[src/rtl/pwr_mode_pkg.sv]
package pwr_mode_pkg;
  localparam int NUM_BLK = 7;
  localparam int LO_BITS = 4;
  localparam int HI_BITS = NUM_BLK - LO_BITS;

  typedef enum logic [1:0] {
    MODE_SLEEP   = 2'd0,
    MODE_STANDBY = 2'd1,
    MODE_IDLE    = 2'd2,
    MODE_RUN     = 2'd3
  } pwr_mode_e;

  typedef enum logic [2:0] {
    SEL_SLEEP   = 3'd0,
    SEL_STANDBY = 3'd1,
    SEL_IDLE    = 3'd2,
    SEL_RUN     = 3'd3,
    SEL_PWR_LO  = 3'd4,
    SEL_PWR_HI  = 3'd5
  } reg_sel_e;

  // bit order: 0 adc, 1 in_buf, 2 ref, 3 dac, 4 pll, 5 mon, 6 clk_out
  localparam logic [NUM_BLK-1:0] EN_STANDBY = 7'b111_0000;
  localparam logic [NUM_BLK-1:0] EN_IDLE    = 7'b111_1100;
  localparam logic [NUM_BLK-1:0] EN_RUN     = {NUM_BLK{1'b1}};
  localparam logic [NUM_BLK-1:0] EN_WAKE    = 7'b111_0000;
endpackage

[src/rtl/pwr_wake_sync.sv]
module pwr_wake_sync #(
  parameter int NUM_PINS = 2,
  parameter int STAGES   = 2
) (
  input  logic                clk_i,
  input  logic                rst_ni,
  input  logic [NUM_PINS-1:0] pin_ni,
  output logic [NUM_PINS-1:0] fall_o
);
  for (genvar g = 0; g < NUM_PINS; g++) begin : g_pin
    logic [STAGES-1:0] sh_q;
    logic              prev_q;

    always_ff @(posedge clk_i or negedge rst_ni) begin
      if (!rst_ni) begin
        sh_q   <= '1;
        prev_q <= 1'b1;
      end else begin
        sh_q   <= {sh_q[STAGES-2:0], pin_ni[g]};
        prev_q <= sh_q[STAGES-1];
      end
    end

    assign fall_o[g] = prev_q & ~sh_q[STAGES-1];

    p_edge_single_r9: assert property (@(posedge clk_i) disable iff (!rst_ni)
      fall_o[g] |=> !fall_o[g]);
  end
endmodule

[src/rtl/pwr_mode_fsm.sv]
module pwr_mode_fsm
  import pwr_mode_pkg::*;
#(
  parameter int DATA_W = 8
) (
  input  logic               clk_i,
  input  logic               rst_ni,
  input  logic               reg_wr_i,
  input  logic [2:0]         reg_sel_i,
  input  logic [DATA_W-1:0]  reg_data_i,
  input  logic               xfer_start_i,
  input  logic               wake_i,
  output logic [NUM_BLK-1:0] en_o,
  output logic               sleep_o,
  output logic               int_no
);
  logic [NUM_BLK-1:0] en_q, en_d;
  logic               sleep_q, sleep_d;
  logic               int_q, int_d;
  logic               host_hit;
  logic               std_go;
  logic               unused_data;

  assign unused_data = ^reg_data_i[DATA_W-1:LO_BITS];
  assign host_hit    = reg_wr_i && (reg_sel_i <= 3'(SEL_PWR_HI));

  always_comb begin
    en_d    = en_q;
    sleep_d = sleep_q;
    int_d   = int_q | xfer_start_i;
    std_go  = 1'b0;
    if (host_hit) begin
      unique case (reg_sel_i)
        SEL_SLEEP: begin
          en_d    = '0;
          sleep_d = 1'b1;
        end
        SEL_STANDBY: begin
          en_d    = EN_STANDBY;
          sleep_d = 1'b0;
          std_go  = 1'b1;
        end
        SEL_IDLE: begin
          en_d    = EN_IDLE;
          sleep_d = 1'b0;
        end
        SEL_RUN: begin
          en_d    = EN_RUN;
          sleep_d = 1'b0;
        end
        SEL_PWR_LO: begin
          en_d[LO_BITS-1:0] = reg_data_i[LO_BITS-1:0];
          sleep_d           = 1'b0;
        end
        default: begin
          en_d[NUM_BLK-1:LO_BITS] = reg_data_i[HI_BITS-1:0];
          sleep_d                 = 1'b0;
        end
      endcase
    end else if (wake_i) begin
      if (sleep_q) begin
        en_d    = EN_STANDBY;
        sleep_d = 1'b0;
        std_go  = 1'b1;
      end else begin
        en_d = en_q | EN_WAKE;
      end
    end
    if (std_go) int_d = 1'b0;
  end

  always_ff @(posedge clk_i or negedge rst_ni) begin
    if (!rst_ni) begin
      en_q    <= EN_STANDBY;
      sleep_q <= 1'b0;
      int_q   <= 1'b0;
    end else begin
      en_q    <= en_d;
      sleep_q <= sleep_d;
      int_q   <= int_d;
    end
  end

  assign en_o    = en_q;
  assign sleep_o = sleep_q;
  assign int_no  = int_q;

  p_sleep_all_off_r3: assert property (@(posedge clk_i) disable iff (!rst_ni)
    sleep_q |-> (en_q == '0));

  p_sleep_wake_std_r4: assert property (@(posedge clk_i) disable iff (!rst_ni)
    (sleep_q && wake_i && !reg_wr_i) |=> (en_q == EN_STANDBY && !sleep_q && !int_q));

  p_wake_keep_low_r5: assert property (@(posedge clk_i) disable iff (!rst_ni)
    (!sleep_q && wake_i && !reg_wr_i) |=>
      (en_q[LO_BITS-1:0] == $past(en_q[LO_BITS-1:0]) && (&en_q[NUM_BLK-1:LO_BITS])));

  p_int_release_r8: assert property (@(posedge clk_i) disable iff (!rst_ni)
    (xfer_start_i && !std_go) |=> int_q);

  p_host_prio_r10: assert property (@(posedge clk_i) disable iff (!rst_ni)
    (reg_wr_i && reg_sel_i == 3'(SEL_SLEEP)) |=> sleep_q);

  p_bad_sel_r11: assert property (@(posedge clk_i) disable iff (!rst_ni)
    (reg_wr_i && reg_sel_i > 3'(SEL_PWR_HI) && !wake_i) |=> ($stable(en_q) && $stable(sleep_q)));
endmodule

[src/rtl/pwr_mode_decode.sv]
module pwr_mode_decode
  import pwr_mode_pkg::*;
(
  input  logic [NUM_BLK-1:0] en_i,
  input  logic               sleep_i,
  output logic [1:0]         mode_o
);
  pwr_mode_e mode;

  always_comb begin
    if (sleep_i)              mode = MODE_SLEEP;
    else if (en_i == EN_RUN)  mode = MODE_RUN;
    else if (en_i == EN_IDLE) mode = MODE_IDLE;
    else                      mode = MODE_STANDBY;
  end

  assign mode_o = mode;
endmodule

[src/rtl/pwr_mode_ctrl.sv]
module pwr_mode_ctrl
  import pwr_mode_pkg::*;
#(
  parameter int NUM_WAKE    = 2,
  parameter int SYNC_STAGES = 2,
  parameter int DATA_W      = 8
) (
  input  logic                clk_i,
  input  logic                rst_ni,
  input  logic                reg_wr_i,
  input  logic [2:0]          reg_sel_i,
  input  logic [DATA_W-1:0]   reg_data_i,
  input  logic                xfer_start_i,
  input  logic [NUM_WAKE-1:0] wake_ni,
  input  logic                alarm_i,
  output logic [NUM_BLK-1:0]  en_o,
  output logic                shdn_o,
  output logic                int_no,
  output logic [1:0]          mode_o
);
  logic [NUM_WAKE-1:0] fall;
  logic                wake_evt;
  logic                sleep;

  pwr_wake_sync #(.NUM_PINS(NUM_WAKE), .STAGES(SYNC_STAGES)) u_sync (
    .clk_i  (clk_i),
    .rst_ni (rst_ni),
    .pin_ni (wake_ni),
    .fall_o (fall)
  );

  assign wake_evt = (|fall) | alarm_i;

  pwr_mode_fsm #(.DATA_W(DATA_W)) u_fsm (
    .clk_i        (clk_i),
    .rst_ni       (rst_ni),
    .reg_wr_i     (reg_wr_i),
    .reg_sel_i    (reg_sel_i),
    .reg_data_i   (reg_data_i),
    .xfer_start_i (xfer_start_i),
    .wake_i       (wake_evt),
    .en_o         (en_o),
    .sleep_o      (sleep),
    .int_no       (int_no)
  );

  pwr_mode_decode u_dec (
    .en_i    (en_o),
    .sleep_i (sleep),
    .mode_o  (mode_o)
  );

  assign shdn_o = ~sleep;

  p_sleep_shdn_r3: assert property (@(posedge clk_i) disable iff (!rst_ni)
    (mode_o == 2'(MODE_SLEEP)) |-> (!shdn_o && en_o == '0));

  p_all_on_run_r7: assert property (@(posedge clk_i) disable iff (!rst_ni)
    (shdn_o && en_o == EN_RUN) |-> (mode_o == 2'(MODE_RUN)));
endmodule

[config.mk]
export PLATFORM = sky130hd
export DESIGN_NAME = pwr_mode_ctrl
export DESIGN_NICKNAME = d
export VERILOG_FILES = /design/src/rtl/pwr_mode_pkg.sv /design/src/rtl/pwr_wake_sync.sv /design/src/rtl/pwr_mode_fsm.sv /design/src/rtl/pwr_mode_decode.sv /design/src/rtl/pwr_mode_ctrl.sv
export SDC_FILE = /design/constraint.sdc
export NUM_CORES = 1
export LEC_CHECK = 0
export BUFFER_PORTS_ARGS = -buffer_cell sky130_fd_sc_hd__buf_4
export CORE_AREA = 2 2 44 46
export CTS_BUF_LIST = sky130_fd_sc_hd__clkbuf_8
export DETAILED_ROUTE_END_ITERATION = 7
export DIE_AREA = 0 0 46 48
export PLACE_DENSITY = 0.74
export SETUP_SLACK_MARGIN = 0.4
export SLEW_MARGIN = 20
export SYNTH_ARGS = -nofsm -noshare
export SYNTH_HDL_FRONTEND = slang
export SYNTH_SLANG_ARGS = --single-unit
[constraint.sdc]
create_clock -name clk_i -period 1.4 [get_ports clk_i]
set_input_delay 0.07 -clock clk_i [delete_from_list [all_inputs] [get_ports clk_i]]
set_output_delay 0.07 -clock clk_i [all_outputs]
set_load 0.03 [all_outputs]
Word level (Yosys, flattened, before mapping)
Cells that the tools add are included. Widths: inputs -> output; s select.

Order comparisons: 1. Eq/ne operators: 8. Mux-type cells: 16. Bitwise gates (word level): 7. Reduce and logical (&&, ||, !) cells: 9.

Operator list (count): $pmux 4 s4 (1); $eq 7x7->1 const B (2); $mux 7 (2); $pmux 3 s3 (1); $mux 1 (8); $eq 3x2->1 const B (2); $mux 2 (3); $ne 5x5->1 const B (1); $mux 4 (1); $reduce_bool 2->1 (2); $reduce_or 2->1 (2); $eq 3x1->1 const B (1); $eq 3x3->1 const B (1); $le 3x3->1 const B (1); $logic_not 3->1 (1); $not 1->1 (3); $reduce_and 3->1 (1); $reduce_or 3->1 (1); $and 1x1->1 (2); $ne 2x2->1 const B (1); $or 1x1->1 (2); $reduce_and 2->1 (1); $logic_and 1x1->1 (1).

Bits in registers: 15. Input bits: 18. Output and inout port bits: 11. Logic and storage cells: 49.

Longest topological paths before layout
Gate-level depths: netlist of the first run.

Depth after elaboration: 7. Mapped depth: 4. Mapped depth without buffers: 3.

Hierarchy
Synthesis of the first run repeated with hierarchy kept, for this count alone.

Cell total of the unflattened synthesis: 66. Area, all modules: 744.5 µm².

By module, submodules not included: pwr_mode_fsm (times used 1, cells an instance 50, area each 503.0 µm², seq. area each 229.0 µm²); pwr_wake_sync (times used 1, cells an instance 8, area each 185.2 µm², seq. area each 157.7 µm²); pwr_mode_decode (times used 1, cells an instance 6, area each 46.3 µm², seq. area each 0.0 µm²); pwr_mode_ctrl (times used 1, cells an instance 2, area each 10.0 µm², seq. area each 0.0 µm²).

Worst setup path before layout of the first run
Ideal clock, no wire load.

Path kind: register to output. Start point: reg u_fsm.en_q[6] (netlist: u_fsm.en_o[6]). End point: out mode_o[1]. Data arrival time: 1.718 ns. Required time: 1.330 ns. Slack: -0.388 ns. Stages on the path, launching flop included: 3. Buffers on the path: 0. Cell sequence: dfstp_2 > nand3_1 > nor4_1.

Longest elaborated chain between the ends: 4. Elaborated cells between the ends (all ways): 5. Classes of those cells: eq/ne (2); mux (3).

Ends and longest elaborated chain: start: declaration (line pwr_mode_fsm.sv:17) `logic [NUM_BLK-1:0] en_q, en_d;`; start signal: assignment (line pwr_mode_fsm.sv:78) `en_q <= en_d;`; $eq 7x7->1 (line pwr_mode_decode.sv:13) `else if (en_i == EN_IDLE) mode = MODE_IDLE;`; $mux 2 (line pwr_mode_decode.sv:13); $mux 2 (*) (line pwr_mode_decode.sv:12) `else if (en_i == EN_RUN) mode = MODE_RUN;`; $mux 2 (*) (line pwr_mode_decode.sv:11) `if (sleep_i) mode = MODE_SLEEP;`; end: declaration (line pwr_mode_ctrl.sv:19) `output logic [1:0] mode_o`.

Mark *: on every way between the ends. The rest lies on a longest branch, timed or not.

Worst setup path in the final report of the first run
Start point: reg u_fsm.en_q[0] (netlist: u_fsm.en_o[0]). End point: out mode_o[1].

Same word-level chain as after synthesis.

==> results_dict.tcl, run 1 <==
set metrics [dict create \
    rsz0062_at_grt "yes" \
    yosys_most_used_dff "dfstp_2" \
    avgSynthCellArea_um2 12.7 \
    vias_per_cell 5.33 \
    die-area_um2 2210 \
    grt_pass1_wl_mm 2.55 \
    hold_viol_final 0 \
    maxSlewHeadroom 0.748 \
    clock_path_buffers 2 \
    fin_ws_ns 0.0586 \
    clkPwrFrac 0.295 \
    antenna_found_initial 0 \
    synth_area_leaders "dfstp_2 32%, dfrtp_1 20%, a32o_1 5.5%" \
    arrival_ns 1.27 \
    cts_buffers 3 \
    core-area_um2 1690 \
    worstHoldPathCells 2 \
    yosysWarnings 0 \
    drv_cap 0 \
    timing.rr.start "u_sync.g_pin[0].sh_q[1]" \
    cp_data_required_time_ns 1.33 \
    cellPowerDensity_nw_per_um2 989 \
    crit_slowest_cell "dfrtp_2" \
    wl_per_cell_um 14.8 \
    n_antenna_cell 0 \
    grt_max_degree 16 \
    final_cells 115 \
    grt_pass1_vias 599 \
    yosysSeqAreaShare 0.526 \
    nets 117 \
    seqPwrFrac 0.431 \
    clock-sinks 15 \
    synthesis.area_um2 734 \
    yosysUniqueCellTypes 26 \
    cts_tree "built" \
    final_core_util 0.719 \
    async_reset_ff_frac 1.00 \
    period_needed_ns 1.34 \
    fin_crit_sh 0.958 \
    p_leak_nw 0.546 \
    place_inst 98 \
    antenna_left 0 \
    ios 29 \
    htree_levels 1 \
    worstMarginPinSlew_ns 0.377 \
    worstSetupPathType "flop to primary output" \
    r2r_cells 3 \
    min_from "reg_wr_i" \
    fillers 124 \
    finalPower_w 0.00120 \
    port-buffer-count 24 \
    max_freq_ghz 0.745 \
    synth_common_cells "9 x dfstp_2, 6 x dfrtp_1, 4 x a32o_1, 4 x inv_1" \
    drt-initial-drc-count 1 \
    drt_wl_total_mm 1.70 \
    grt_use_total 0.172 \
    clkLatencyLatePin_ns 0.25 \
    drc 0 \
    path_clk_slew_ns 0.06 \
    cp_cell_sequence "xor2_2, nor4_4, buf_6" \
    synth-edff-count 0 \
    peakVddDrop_mv 0.716 \
    synth_top_area_cell "dfstp_2" \
    outcome "finished, final reports clean" \
    cts_root_buffer "clkbuf_8" \
    setup_violations 0 \
    vias 613 \
    drive_above_1_share 0.673 \
    dp_slack_ns 0.165 \
    synth.most_common_cell "dfstp_2" \
    hold-worst-slack_ns 0.102 \
    synth_fp_nets 76 \
    row_count 15 \
    ys_ff_latch 15 \
    place.gp.congestion 0.749 \
    critPathMaxStageDelay_ns 0.44 \
    firstDrtPassIters 3 \
    yosysTopAreaCellShare 0.322 \
    initial_core_util 0.435 \
    drv_slew 0 \
    cp-end-kind "primary output" \
    p_comb_frac 0.275 \
    swShare 0.297 \
    area_delta_synth_final_pct 65.4 \
    startpoint "u_fsm.en_o[0]" \
    p_sw_w 0.000356 \
    skew_ns 0.00135 \
    grt-ovfl-total 0 \
    min_path_type "primary input to flop" \
    cp-start-kind "flop" \
    die-width_um 46 \
    syn_inst 58 \
    crit_path_max_fanout 3 \
    internal_power_w 0.000845 \
    die_h_um 48 \
]
-- state kept, by name (all words and copies together) (netlist names) --
name	cells
u_fsm.en_o	7
u_sync.g_pin.sh_q	4
u_sync.g_pin.prev_q	2
u_fsm.int_no	1
u_fsm.sleep_o	1
-- power by group through the flow --
| stage | logic, W | clock network (W) | registers [W] |
|---|---|---|---|
| 2_1_floorplan | 0.000108 | 0 | 0.000559 |
| 3_3_place_gp | 0.000256 | 0 | 0.000517 |
| 3_5_place_dp | 0.000258 | 0 | 0.000518 |
| 4_1_cts | 0.000304 | 0.000368 | 0.000516 |
| 5_1_grt | 0.000354 | 0.000388 | 0.000522 |
| 6_report | 0.000330 | 0.000354 | 0.000517 |
-- timing repair --
item	4_1_cts	5_1_grt
pin swaps	9	4
hold buffers	3	0
endpoints found under the setup margin	15	16
gates resized for setup	13	9
hold endpoints to repair	17	0
buffers inserted	5	5
-- layout make-up --
| cell class | instances | area [µm²] | area share |
|---|---|---|---|
| clock buffers | 3 | 41.3 | 0.0340 |
| inverters | 4 | 15.0 | 0.0124 |
| flip-flops and latches | 15 | 390 | 0.321 |
| clock inverters | 1 | 7.51 | 0.00618 |
| repair buffers | 37 | 330 | 0.272 |
| multi-input cells | 38 | 409 | 0.337 |
| well taps | 17 | 21.3 | 0.0175 |
-- final timing paths --
kind,to,slack (ns)
worst min register to register,u_sync.g_pin[0].sh_q[1],0.36
worst min-delay path,u_fsm.en_o[0],0.10
max in group asynchronous,u_sync.g_pin[1].sh_q[1],0.95
min in group asynchronous,u_fsm.en_o[0],0.21
worst max register to register,u_fsm.en_o[1],0.13
worst max-delay path,mode_o[1],0.06
-- critical path: cells and delay by family (launching register included) --
kind,cells,cell delay (ns)
and+or+nand+nor,1,0.22
buffers and inverters,1,0.16
DFF,1,0.44
xor gates and xnor gates,1,0.19
-- metrics by stage --
step,area [µm²],TNS (ns)
global route,1210,-0.00596
detailed placement,972,0
CTS,1140,0
finish,1210,0
floorplan,776,0
global placement,972,0
-- layout by cell type (no fill, tap or decap), drive strengths merged, types with 2 or more instances in the layout --
cell	instances
buf	34
dfstp	9
dfrtp	6
inv	4
a32o	4
nor2b	4
a21o	3
or2b	3
clkbuf	3
dlygate4sd3	3
a221oi	3
a21oi	3
nor4	2
nand2b	2
a22o	2
nand2	2
-- kinds of logic (layout without fill, tap and decap cells) --
group,after synthesis,after routing,share of synthesized area
buf+inv,5,45,0.0272
flops,15,15,0.526
compound gates,19,19,0.254
simple gates,18,18,0.181
xor+xnor,1,1,0.0119
-- layer usage --
metal / wire [µm] / share of wire / vias up / track usage
met5: 0 / 0 / - / 0
met4: 26 / 0.015 / 0 / 0.0743
met3: 71 / 0.042 / 5 / 0.0679
met2: 951 / 0.56 / 14 / 0.289
met1: 649 / 0.38 / 294 / 0.195
li1: - / - / 300 / -
(Power assumes the default switching activity.)
==> inputs of run 2 (changes only) <==
Settings changed: CORE_AREA 2 2 44 46 to 2 2 47 44, DIE_AREA 0 0 46 48 to 0 0 49 46, PLACE_DENSITY 0.74 to 0.73.
==> results_dict.tcl, run 2 (synthesis results as in run 1) <==
set metrics [dict create \
    outcome "finished, final reports clean" \
    htree_levels 1 \
    n_antenna_cell 0 \
    grt-ovfl-total 0 \
    layout_common_cells "21 x buf_4, 11 x buf_6, 9 x dfstp_2, 4 x a32o_1, 4 x inv_1" \
    cp_cell_sequence "xor2_1, nor4_4, buf_4" \
    cts_root_buffer "clkbuf_8" \
    cp-start-kind "flop" \
    place_area_um2 982 \
    drv_slew 0 \
    r2r-end "u_fsm.int_no" \
    critPathMaxStageDelay_ns 0.43 \
    antenna_found_initial 0 \
    regArea_um2 390 \
    setup_violations 0 \
    busiest_layer "met2" \
    multi_input_comb_area_um2 397 \
    vias 629 \
    drv_cap 0 \
    hold_viol_final 0 \
    grt_pass1_wl_mm 2.86 \
    skew_ns 0.00129 \
    worstSetupPathType "flop to primary output" \
    period_needed_ns 1.33 \
    max_freq_ghz 0.751 \
    area_delta_synth_final_pct 62.0 \
    met1_usage 0.210 \
    fillers 150 \
    fin_crit_sh 0.951 \
    cts_tree "built" \
    whs_endpoint "u_fsm.en_o[0]" \
    cts_buffers 3 \
    layout_commonest_cell "buf_4" \
    vias_per_cell 5.20 \
    worstMarginPinSlew_ns 0.337 \
    row_count 15 \
    antenna_left 0 \
    cellPowerDensity_nw_per_um2 981 \
    timing.rr.start "u_sync.g_pin[0].sh_q[1]" \
    grt_use_total 0.173 \
    drt-initial-drc-count 3 \
    hpwlAfterDp_mm 1.20 \
    core-area_um2 1820 \
    critPathBufInv 1 \
    drive_above_1_share 0.646 \
    min_from "reg_wr_i" \
    arrival_ns 1.26 \
    clock_path_buffers 2 \
    drt_wl_total_mm 1.65 \
    largest_reg_flops 7 \
    use_met2 0.299 \
    clkLatencyLatePin_ns 0.24 \
    crit_path_max_fanout 3 \
    nets 115 \
    drc 0 \
    fin_setup_tns_ns 0 \
    wl_per_cell_um 13.7 \
    firstDrtPassIters 4 \
    ios 29 \
    initial_core_util 0.403 \
    die-area_um2 2250 \
    port-buffer-count 24 \
    cp_data_required_time_ns 1.33 \
    grtUsageMet3 0.0461 \
    die-width_um 49 \
    cp-end-kind "primary output" \
    stdcell_area_um2 1190 \
    min_path_type "primary input to flop" \
    grt_pass1_vias 637 \
    peakVddDrop_mv 0.691 \
    cp_top_family "flip-flops" \
    rsz0062_at_grt "yes" \
    r2r_slack_ns 0.14 \
    maxSlewHeadroom 0.775 \
    place.gp.congestion 0.772 \
    crit_slowest_cell "dfrtp_2" \
    die_h_um 46 \
    grt_max_degree 16 \
    r2r_cells 3 \
    worstHoldPathCells 2 \
    p_leak_nw 0.540 \
    clock-sinks 15 \
    path_clk_slew_ns 0.06 \
]
run 2: worst register-to-register path, cell delays in order (launching register included):
cell	delay, ns
dfstp_2	0.55
nor2b_4	0.05
o311ai_4	0.35
o221a_1	0.24
run 2: stage by stage:
stage,util,total power [W],worst slack [ns],std cells,hold slack [ns]
detailed placement,0.540,0.000778,0.134,106,-0.0690
floorplan,-,0.000668,0.114,58,-0.226
global placement,0.540,0.000770,0.165,106,-0.0704
global route,0.654,0.00122,0.0241,121,0.114
CTS,0.635,0.00117,0.0533,119,0.0992
finish,0.654,0.00117,0.0681,121,0.103
run 2: timing repair:
| action | 4_1_cts | 5_1_grt |
|---|---|---|
| hold endpoints to repair | 17 | 0 |
| buffers inserted | 6 | 2 |
| pin swaps | 8 | 1 |
| resized for setup | 15 | 5 |
| endpoints found under the setup margin | 15 | 16 |
| hold buffers | 3 | 0 |
run 2: final cells by class:
| type | count | area share |
|---|---|---|
| Sequential cell | 15 | 0.328 |
| Clock buffer | 3 | 0.0347 |
| Tap cell | 25 | 0.0263 |
| Clock inverter | 1 | 0.00315 |
| Inverter | 4 | 0.0126 |
| Timing Repair Buffer | 35 | 0.262 |
| Multi-Input combinational cell | 38 | 0.333 |
run 2: worst max path at each step:
| stage | to | from | slack [ns] | cells after the start |
|---|---|---|---|---|
| after global placement | u_fsm.int_no | u_sync.g_pin[1].sh_q[1] | 0.16 | 3 |
| after global routing | mode_o[1] | u_fsm.en_o[1] | 0.02 | 3 |
| after floorplan | mode_o[1] | u_fsm.en_o[6] | 0.11 | 2 |
| final | mode_o[1] | u_fsm.en_o[1] | 0.07 | 3 |
| after detailed placement | u_fsm.int_no | u_sync.g_pin[1].sh_q[1] | 0.13 | 3 |
| after CTS | mode_o[1] | u_fsm.en_o[1] | 0.05 | 3 |
run 2: layer usage:
metal	wire length [µm]	share of wire	vias up
met2	848	0.51	20
met1	709	0.43	306
met5	0	0	-
met3	79	0.048	4
met4	17	0.010	0
li1	-	-	299
run 2: where the power goes:
group	switching (W)	total (W)	internal, W
combinational	0.000164	0.000321	0.000156
clock	0.000141	0.000335	0.000194
sequential	0.0000306	0.000511	0.000480
total	0.000337	0.00117	0.000830
